**config.mk**
```make
export PLATFORM = sky130hd
export DESIGN_NAME = tef_filter
export DESIGN_NICKNAME = d
export VERILOG_FILES = /design/src/rtl/tef_pkg.sv /design/src/rtl/tef_cfg_reg.sv /design/src/rtl/tef_mask_gen.sv /design/src/rtl/tef_filter.sv
export SDC_FILE = /design/constraint.sdc
export NUM_CORES = 1
export LEC_CHECK = 0
export BUFFER_PORTS_ARGS = -buffer_cell sky130_fd_sc_hd__buf_2
export CAP_MARGIN = 20
export CORE_MARGIN = 10
export CORE_UTILIZATION = 39
export DETAILED_ROUTE_END_ITERATION = 12
export PLACE_DENSITY_LB_ADDON = 0.2
export SETUP_SLACK_MARGIN = 0.2
export SYNTH_ARGS = -nofsm -noshare
export SYNTH_HDL_FRONTEND = slang
export SYNTH_HIERARCHICAL = 1
export SYNTH_SLANG_ARGS = --single-unit
```
**constraint.sdc**
```tcl
create_clock -name clk -period 2.8 [get_ports clk]
set_clock_uncertainty 0.15 [all_clocks]
set_input_delay 0 -clock clk [delete_from_list [all_inputs] [get_ports clk]]
set_output_delay 0 -clock clk [all_outputs]
set_load 0.005 [all_outputs]
```
**src/rtl/tef_pkg.sv**
```systemverilog
package tef_pkg;

    typedef enum logic {
        MODE_ACCURATE = 1'b0,
        MODE_APPROX   = 1'b1
    } tef_mode_e;

    typedef struct packed {
        logic replay;
        logic raw;
        logic masked_only;
    } tef_verdict_t;

endpackage

```
**src/rtl/tef_cfg_reg.sv**
```systemverilog
module tef_cfg_reg #(
    parameter int ADDR_W     = 4,
    parameter int DATA_W     = 32,
    parameter int CFG_ADDR   = 0,
    parameter int FRAC_W     = 23,
    parameter int NW         = 5,
    parameter int APPROX_BIT = 8
) (
    input  logic              clk,
    input  logic              rst_n,
    input  logic              we,
    input  logic [ADDR_W-1:0] addr,
    input  logic [DATA_W-1:0] wdata,
    output tef_pkg::tef_mode_e mode,
    output logic [NW-1:0]     n_bits
);
    import tef_pkg::*;

    localparam logic [NW-1:0] N_MAX = NW'(FRAC_W);

    typedef struct packed {
        tef_mode_e     mode;
        logic [NW-1:0] n;
    } cfg_s;

    cfg_s cfg_d, cfg_q;
    logic unused_wdata;

    assign unused_wdata = ^{wdata[DATA_W-1:APPROX_BIT+1], wdata[APPROX_BIT-1:NW]};

    always_comb begin
        cfg_d = cfg_q;
        if (we && (addr == ADDR_W'(CFG_ADDR))) begin
            cfg_d.mode = tef_mode_e'(wdata[APPROX_BIT]);
            cfg_d.n    = (wdata[NW-1:0] > N_MAX) ? N_MAX : wdata[NW-1:0];
        end
    end

    always_ff @(posedge clk or negedge rst_n) begin
        if (!rst_n) begin
            cfg_q.mode <= MODE_ACCURATE;
            cfg_q.n    <= '0;
        end else begin
            cfg_q <= cfg_d;
        end
    end

    assign mode   = cfg_q.mode;
    assign n_bits = cfg_q.n;

endmodule

```
**src/rtl/tef_mask_gen.sv**
```systemverilog
module tef_mask_gen #(
    parameter int FRAC_W = 23,
    parameter int NW     = 5
) (
    input  logic              approx,
    input  logic [NW-1:0]     n_bits,
    output logic [FRAC_W-1:0] frac_mask
);

    for (genvar i = 0; i < FRAC_W; i++) begin : g_bit
        assign frac_mask[i] = approx && (n_bits > NW'(i));
    end

endmodule

```
**src/rtl/tef_filter.sv**
```systemverilog
module tef_filter #(
    parameter int EXP_W  = 8,
    parameter int FRAC_W = 23,
    parameter int ADDR_W = 4,
    parameter int DATA_W = 32
) (
    input  logic              clk,
    input  logic              rst_n,
    input  logic              cfg_we,
    input  logic [ADDR_W-1:0] cfg_addr,
    input  logic [DATA_W-1:0] cfg_wdata,
    input  logic              op_valid,
    input  logic [31:0]       err_flags,
    output logic              replay_req,
    output logic              raw_err,
    output logic              masked_only
);
    import tef_pkg::*;

    localparam int WORD_W = 1 + EXP_W + FRAC_W;
    localparam int HIGH_W = WORD_W - FRAC_W;
    localparam int NW     = $clog2(FRAC_W + 1);

    tef_mode_e         cfg_mode;
    logic              cfg_approx;
    logic [NW-1:0]     cfg_n;
    logic [FRAC_W-1:0] frac_mask;
    logic [WORD_W-1:0] word_mask;
    tef_verdict_t      vrd_d, vrd_q;

    tef_cfg_reg #(
        .ADDR_W    (ADDR_W),
        .DATA_W    (DATA_W),
        .CFG_ADDR  (0),
        .FRAC_W    (FRAC_W),
        .NW        (NW),
        .APPROX_BIT(8)
    ) u_cfg (
        .clk   (clk),
        .rst_n (rst_n),
        .we    (cfg_we),
        .addr  (cfg_addr),
        .wdata (cfg_wdata),
        .mode  (cfg_mode),
        .n_bits(cfg_n)
    );

    assign cfg_approx = (cfg_mode == MODE_APPROX);

    tef_mask_gen #(
        .FRAC_W(FRAC_W),
        .NW    (NW)
    ) u_mask (
        .approx   (cfg_approx),
        .n_bits   (cfg_n),
        .frac_mask(frac_mask)
    );

    assign word_mask = {{HIGH_W{1'b0}}, frac_mask};

    always_comb begin
        vrd_d = '0;
        if (op_valid) begin
            vrd_d.raw         = |err_flags;
            vrd_d.replay      = |(err_flags & ~word_mask);
            vrd_d.masked_only = vrd_d.raw && !vrd_d.replay;
        end
    end

    always_ff @(posedge clk or negedge rst_n) begin
        if (!rst_n) begin
            vrd_q <= '0;
        end else begin
            vrd_q <= vrd_d;
        end
    end

    assign replay_req  = vrd_q.replay;
    assign raw_err     = vrd_q.raw;
    assign masked_only = vrd_q.masked_only;

endmodule

```
After elaboration in Yosys (flattened, before gate mapping)
Index checks and enable logic that the tools add are counted.

Register bits after elaboration: 9. Input bits: 72. Output and inout port bits: 3. Logic and storage cells: 62.

Order comparisons: 24. Muxes and demuxes: 2. Bitwise gates (word level): 2. Reduce and logical (&&, ||, !) cells: 29.

Operators by type and width (number): $reduce_or A32 Y1 (2); $gt A5 B4 Y1 const B (8); $gt A5 B5 Y1 const B (8); $and A32 B32 Y32 (1); $not A23 Y32 (1); $logic_and A1 B1 Y1 (25); $gt A5 B3 Y1 const B (4); $gt A5 B1 Y1 const B (2); $gt A5 B2 Y1 const B (2); $mux W5 (1); $logic_not A4 Y1 (1); $mux W3 (1); $logic_not A1 Y1 (1).

Depth between registers and ports, before layout
Gate-level depths: netlist of the first run.

Word-level depth: 8. Mapped depth: 7. Gate-level depth less buffers: 6.

Hierarchy
Netlist of the first run, hierarchy kept.

Modules (own cells, without submodules): tef_filter (instances 1, cells each 54, area an instance 375.4 µm², seq. area each 75.1 µm²); tef_cfg_reg (instances 1, cells each 20, area an instance 292.8 µm², seq. area each 150.1 µm²); tef_mask_gen (instances 1, cells each 46, area an instance 277.8 µm², seq. area each 0.0 µm²).

Worst setup path before layout of the first run
OpenSTA, ideal clock, no wires.

Kind: register to register. Start point: register u_cfg.cfg_q (netlist bit u_cfg/n_bits[4]). End point: register vrd_q (netlist bit replay_req). Library setup time: 0.124 ns. Arrival time: 1.712 ns. Data required time: 2.526 ns. Setup slack: 0.814 ns. Stages on the path, launching flop included: 7. Path buffers: 1. Period minus slack after synthesis: 1.986 ns. Cell sequence: dfrtp_1 -> buf_4 -> nand2_1 -> nor2_1 -> o22ai_4 -> or4_1 -> o31a_1.

RTL lines: start, declared (line tef_cfg_reg.sv:26) `cfg_s cfg_d, cfg_q;`; start signal, assigned (line tef_cfg_reg.sv:44) `cfg_q <= cfg_d;`; end signal, assigned (line tef_filter.sv:74) `vrd_q <= vrd_d;`; end, declared (line tef_filter.sv:29) `tef_verdict_t vrd_d, vrd_q;`.

==> metrics.md, run 1 <==
| Metric | Value |
|---|---|
| Status | `finished clean` |
| FMAX | `about 0.42 GHz` |
| Fin crit share | `between 80% and 90%` |
| DRT antenna net count | `0` |
| DP HPWL | `approximately 2400 µm` |
| GRT met2 Usage | `a little over a fifth` |
| Setup CP Type | `input pin to register` |
| Area grow syn2layout | `49.21%` |
| Pwr/cell area | `between 300 and 400 mW/mm²` |
| Fin. max-slew vios | `0` |
| Synth unique cells | `32` |
| Worst Path Required | `between 2 and 3 ns` |
| DRC Markers | `0` |
| Die H | `69.25 µm` |
| Largest net degree at the start of global routing | `16` |
| CTS tree | `built` |
| Fin cells | `between 200 and 250` |
| Leakage power total | `just under 0.7 nW` |
| CP Capture Type | `register` |
| H-Tree Level Count | `1` |
| Final hold vios | `0` |
| Number of diodes | `0` |
| Net Count, Synth | `between 150 and 200` |
| Max-Cap Viols | `0` |
| Rows | `17` |
| Fillers | `roughly 240` |
| Max clock buf depth | `2` |
| Slew @ Worst Pin | `slightly above 0.4 ns` |
| Nets | `~260` |
| Post-synthesis async set-or-reset flop share | `100.0%` |
| Seq/Total Area, Yosys | `23.81%` |
| Hold WC Path Type | `input pin to register` |
| Total global-route track usage | `between 10% and 20%` |
| Total number of vias | `about 1100` |
| Minimum clock period | `approximately 2.4 ns` |
| Wire per inst | `around 14 µm` |
| DRT iter0 DRCs | `55` |
| Synth warn | `6` |
| TNS Setup | `0 ns` |
| Met1 Use GR | `13.17%` |
| Most Crowded Layer GR | `met2` |
| RSZ-0062 raised after global routing | `false` |
| RePlAce Congestion | `0.8858` |
| Total global routing overflow | `0` |
| Setup violations, final | `0` |
| CTS Buf Count | `3` |
| Post-route cell area | `~0.0014 mm²` |
| Startpoint Class | `input pin` |
| I/O Pins | `75` |
| Die Width | `69.25 µm` |
| Max transition margin | `73.10%` |
| DR vias/cell | `roughly 5` |
| PortBufs | `48` |
| Netlist Area Pre-Place | `about 950 µm²` |
| Post-synth EDFFs | `0` |
| Vias in the first global route | `between 1000 and 1500` |
| Total Wirelength | `3030 µm` |
| Synthesis-stage register bit count | `9` |
| Layout cell share with drive strength beyond 1 | `32.98%` |
| Post-Synthesis Cells | `120` |
| Root buf cell | `clkbuf_4` |
| Average cell area after synthesis | `roughly 7.9 µm²` |
| Fin util | `between 60% and 70%` |
| Post-DP Area | `0.001164 mm²` |
| Clock latency at the later pin of the worst-skew pair | `roughly 0.26 ns` |
| Antenna violations before repair | `0` |
| Worst-path clk slew | `around 0.06 ns` |
| Starting density of the core | `a little over two fifths` |
| Critical Path AT | `2.39 ns` |
| Die Area | `between 0.004 and 0.005 mm²` |
| Placed insts | `190` |
| Core area | `0.002255 mm²` |
| Overall power | `between 0.0005 and 0.0006 W` |
| Top fanout value on the critical path | `2` |
| DRT Pass-1 Iters | `4` |
| Max VDD drop | `0.0002876 V` |
| Clk sink count | `9` |
| Synth Flop Type | `dfrtp_1` |
| First-pass GRT wire length | `between 4000 and 5000 µm` |
| Met3 Use GR | `roughly 3.0%` |
flip-flops by register name, summed over array words and instances, names as in the netlist:
signal / flops
masked_only: 1
replay_req: 1
u_cfg/n_bits: 5
u_cfg/mode: 1
raw_err: 1
report_power, final:
group | switching (W) | internal [W]
Sequential | 0.0000628 | 0.000151
Clock | 0.0000449 | 0.0000526
Combinational | 0.000108 | 0.000140
Total | 0.000216 | 0.000343
area by class of cell:
cell class	instances	area, µm²	share of cell area [%]
flip-flops and latches	9	225.2	15.96
inverters	21	78.83	5.585
clock buffers	3	22.52	1.596
clock inverters	1	5.005	0.3546
well taps	28	35.03	2.482
repair buffers	70	460.4	32.62
multi-input cells	84	584.3	41.40
worst max-delay path, cell delays in order:
cell and delay, ns:
dlygate4sd3_1 0.53, buf_2 0.12, nor4_1 0.16, dlygate4sd3_1 0.58
nand2_1 0.07, dlygate4sd3_1 0.59, o31a_2 0.34
logic make-up after synthesis:
group / synth area share (%)
AOI/OAI and AO/OA: 26.85
buffers and inverters: 14.42
DFF: 23.81
muxes: 9.524
and+or+nand+nor: 25.40
synthesized netlist by cell type (3+ instances only):
| cell | count | share of area (%) |
|---|---|---|
| a21oi_1 | 9 | 4.8 |
| a21boi_0 | 5 | 4.0 |
| nand2_1 | 5 | 2.0 |
| nor2_1 | 7 | 2.8 |
| buf_6 | 4 | 4.8 |
| o21a_1 | 3 | 2.4 |
| mux2_4 | 6 | 9.5 |
| o21ai_0 | 3 | 1.6 |
| inv_1 | 20 | 7.9 |
| dfrtp_1 | 9 | 24 |
| o22ai_1 | 5 | 3.3 |
| nor4_1 | 7 | 4.6 |
| nor2b_1 | 6 | 4.0 |
| nand2b_1 | 7 | 4.6 |
| nor3_1 | 4 | 2.1 |
final timing paths:
check                                     start               to  slack, ns  cells after the start
worst max-delay path              err_flags[12]          raw_err       0.40                      7
worst min-delay path               err_flags[4]          raw_err       0.02                      4
worst max register to register  u_cfg/n_bits[4]       replay_req       0.49                      5
worst min register to register  u_cfg/n_bits[0]  u_cfg/n_bits[0]       0.52                      1
max in group asynchronous                 rst_n  u_cfg/n_bits[1]       1.67                      3
min in group asynchronous                 rst_n          raw_err       0.56                      3
through the flow:
step / hold slack, ns / setup WS [ns]
final: 0.01571 / 0.4042
after global routing: 0.008001 / 0.3003
after CTS: 0.004979 / 0.4270
after detailed placement: -0.2964 / 0.5175
after global placement: -0.3003 / 0.4939
after floorplan: -0.4456 / 0.8141
repair_timing:
item,CTS,global route
endpoints found under the setup margin,0,0
endpoints found under the hold margin,18,0
hold buffers,22,0
buffers inserted,0,0
gates resized for setup,0,0
cell usage in the layout (no fill, tap or decap), types with 5 or more instances in the layout:
master         count
mux2_4             6
nor2_1             7
inv_1             20
a21oi_1            9
dfrtp_1            9
nand2_1            5
nand2b_1           7
dlygate4sd3_1     22
a21boi_0           5
o22ai_1            5
buf_2             48
nor2b_1            6
nor4_1             7
routing by layer:
layer	vias to the layer above	part of all wire, %
li1	565	-
met1	493	45
met2	34	49
met3	4	4.4
met4	0	0.76
met5	-	0
(Power assumes the default switching activity.)
==> run 2, diff against run 1 <==
Settings changed: PLACE_DENSITY set to 0.8, PLACE_DENSITY_LB_ADDON 0.2 to unset.
==> metrics.md, run 2 (synthesis gave the netlist of run 1 again) <==
| Metric | Value |
|---|---|
| Most frequent cells in the layout | `buf_2 (48), dlygate4sd3_1 (21), inv_1 (20), a21oi_1 (9), dfrtp_1 (9) (was buf_2 (48), dlygate4sd3_1 (22), inv_1 (20), a21oi_1 (9), dfrtp_1 (9))` |
| I/O Pins | `75 (unchanged)` |
| Area grow syn2layout | `48.68% (was 49.21%)` |
| Starting density of the core | `41.95% (unchanged)` |
| Wire per inst | `14.89 µm (was 14.03 µm)` |
| TNS Setup | `0 ns (unchanged)` |
| Status | `finished clean (unchanged)` |
| Pwr/cell area | `398.9 mW/mm² (was 396.3 mW/mm²)` |
| Fin cells | `215 (was 216)` |
| DRC Markers | `0 (unchanged)` |
| Hold Startpoint | `err_flags[7] (was err_flags[4])` |
| Nets | `260 (was 261)` |
| FMAX | `0.3959 GHz (was 0.4174 GHz)` |
| Clock latency at the later pin of the worst-skew pair | `0.25 ns (was 0.26 ns)` |
| Minimum clock period | `2.526 ns (was 2.396 ns)` |
| Setup CP Type | `input pin to register (unchanged)` |
| Max-Cap Viols | `0 (unchanged)` |
| Root buf cell | `clkbuf_4 (unchanged)` |
| Top fanout value on the critical path | `2 (unchanged)` |
| Rows | `17 (unchanged)` |
| Max VDD drop | `0.0003853 V (was 0.0002876 V)` |
| Worst reg-to-reg path cell count | `5 (unchanged)` |
| PortBufs | `48 (unchanged)` |
| DRT iter0 DRCs | `102 (was 55)` |
| DRT antenna net count | `0 (unchanged)` |
| Crit Reg-Reg Endpoint | `replay_req (unchanged)` |
| Number of diodes | `0 (unchanged)` |
| Final hold vios | `0 (unchanged)` |
| DR vias/cell | `5.433 (was 5.074)` |
| Clk sink count | `9 (unchanged)` |
| Fin. max-slew vios | `0 (unchanged)` |
| Fillers | `190 (was 238)` |
| Core area | `0.002255 mm² (unchanged)` |
| Vias in the first global route | `1129 (was 1144)` |
| Max FFs per register | `5 (unchanged)` |
| Die Area | `0.004796 mm² (unchanged)` |
| Startpoint Class | `input pin (unchanged)` |
| Layout cell share with drive strength beyond 1 | `33.16% (was 32.98%)` |
| WHS Path Cells | `4 (unchanged)` |
| Met3 WL post-DR | `341 µm (was 132 µm)` |
| Worst Path Required | `2.79 ns (about the same)` |
| Die H | `69.25 µm (unchanged)` |
| RePlAce Congestion | `0.9722 (was 0.8858)` |
| Total length of routed met2 wires | `1384 µm (was 1495 µm)` |
| CP Capture Type | `register (unchanged)` |
| Slew @ Worst Pin | `0.4062 ns (was 0.4034 ns)` |
| H-Tree Level Count | `1 (unchanged)` |
| DP HPWL | `2374 µm (was 2395 µm)` |
| Total global-route track usage | `12.67% (was 11.78%)` |
| Antenna violations before repair | `0 (unchanged)` |
| Met1 Wirelength | `1401 µm (was 1378 µm)` |
| Worst hold endpoint | `raw_err (unchanged)` |
| RSZ-0062 raised after global routing | `false (unchanged)` |
| DRT Pass-1 Iters | `4 (unchanged)` |
| Critical Path AT | `2.51 ns (was 2.39 ns)` |
| Max clock buf depth | `2 (unchanged)` |
| Hold WC Path Type | `input pin to register (unchanged)` |
| R2r setup slk | `0.51 ns (was 0.49 ns)` |
| Largest net degree at the start of global routing | `16 (unchanged)` |
| CTS tree | `built (unchanged)` |
| RR Startpoint | `u_cfg/n_bits[4] (unchanged)` |
| Total Wirelength | `3202 µm (was 3030 µm)` |
| Total number of vias | `1168 (was 1096)` |
| Commonest non-fill, non-tap cell in the layout | `buf_2 (unchanged)` |
| Post-CTS Setup Inserts | `0 (unchanged)` |
| Max transition margin | `72.92% (was 73.10%)` |
| Total global routing overflow | `0 (unchanged)` |
| CTS Buf Count | `3 (unchanged)` |
| Leakage power total | `0.6795 nW (was 0.6852 nW)` |
| Uppermost layer routed | `met4 (unchanged)` |
| First-pass GRT wire length | `5285 µm (was 4940 µm)` |
| Placed insts | `190 (unchanged)` |
| Worst-path clk slew | `0.05 ns (was 0.06 ns)` |
| Setup violations, final | `0 (unchanged)` |
| Fin crit share | `90.22% (was 85.57%)` |
| Die Width | `69.25 µm (unchanged)` |
==> run 2: cell types whose count changed in the layout (fill, tap and decap cells not counted) <==
cell,delta
nor4_1,-1
nor4_2,+1
clkinv_2,-1
dlygate4sd3_1,-1
clkbuf_1,+1
==> run 2: how the worst max path moves through the flow <==
| stage | to | slack [ns] | startpoint |
|---|---|---|---|
| floorplan | replay_req | 0.81 | u_cfg/n_bits[4] |
| global placement | replay_req | 0.56 | u_cfg/mode |
| detailed placement | replay_req | 0.52 | u_cfg/mode |
| CTS | raw_err | 0.34 | err_flags[6] |
| global route | raw_err | 0.22 | err_flags[6] |
| finish | raw_err | 0.27 | err_flags[6] |
==> run 2: per-stage QoR <==
step                      setup slack, ns  hold WS (ns)  cell area, µm²  utilization (%)  total power, W
final                              0.2739       0.02141            1406            62.38       0.0005610
after global routing               0.2200       0.02403            1406            62.38       0.0006101
after CTS                          0.3441       0.01416            1400            62.10       0.0005568
after detailed placement           0.5194       -0.2888            1164            51.61       0.0004380
after global placement             0.5573       -0.2984            1164            51.61       0.0004308
after floorplan                    0.8141       -0.4456           945.9                -       0.0003866
==> run 2: report_power, final <==
group	total [W]	switching, W	internal, W
registers	0.000214	0.0000626	0.000151
clock network	0.0000958	0.0000412	0.0000546
logic	0.000251	0.000113	0.000139
total	0.000561	0.000216	0.000345
==> run 2: final cells by class <==
type | instances | area, µm² | share of cell area (%)
clock buffers | 4 | 26.28 | 1.868
inverters | 21 | 78.83 | 5.605
multi-input cells | 84 | 590.6 | 41.99
flip-flops and latches | 9 | 225.2 | 16.01
well taps | 28 | 35.03 | 2.491
repair buffers | 69 | 450.4 | 32.03
==> run 2: per-layer routing <==
metal / GRT usage, % / vias to the layer above
met4: 3.548 / 0
li1: - / 564
met3: 6.277 / 10
met5: 0 / -
met1: 14.79 / 519
met2: 19.86 / 75
==> run 2: worst max-delay path, cell delays in order <==
cell,delay (ns)
dlygate4sd3_1,0.53
buf_2,0.14
nor4_2,0.27
dlygate4sd3_1,0.58
nand2_1,0.07
dlygate4sd3_1,0.59
o31a_2,0.32
==> run 2: timing repair <==
item,CTS,global route
setup endpoints to repair,0,1
resized for setup,0,1
hold endpoints to repair,18,0
hold buffers,21,0
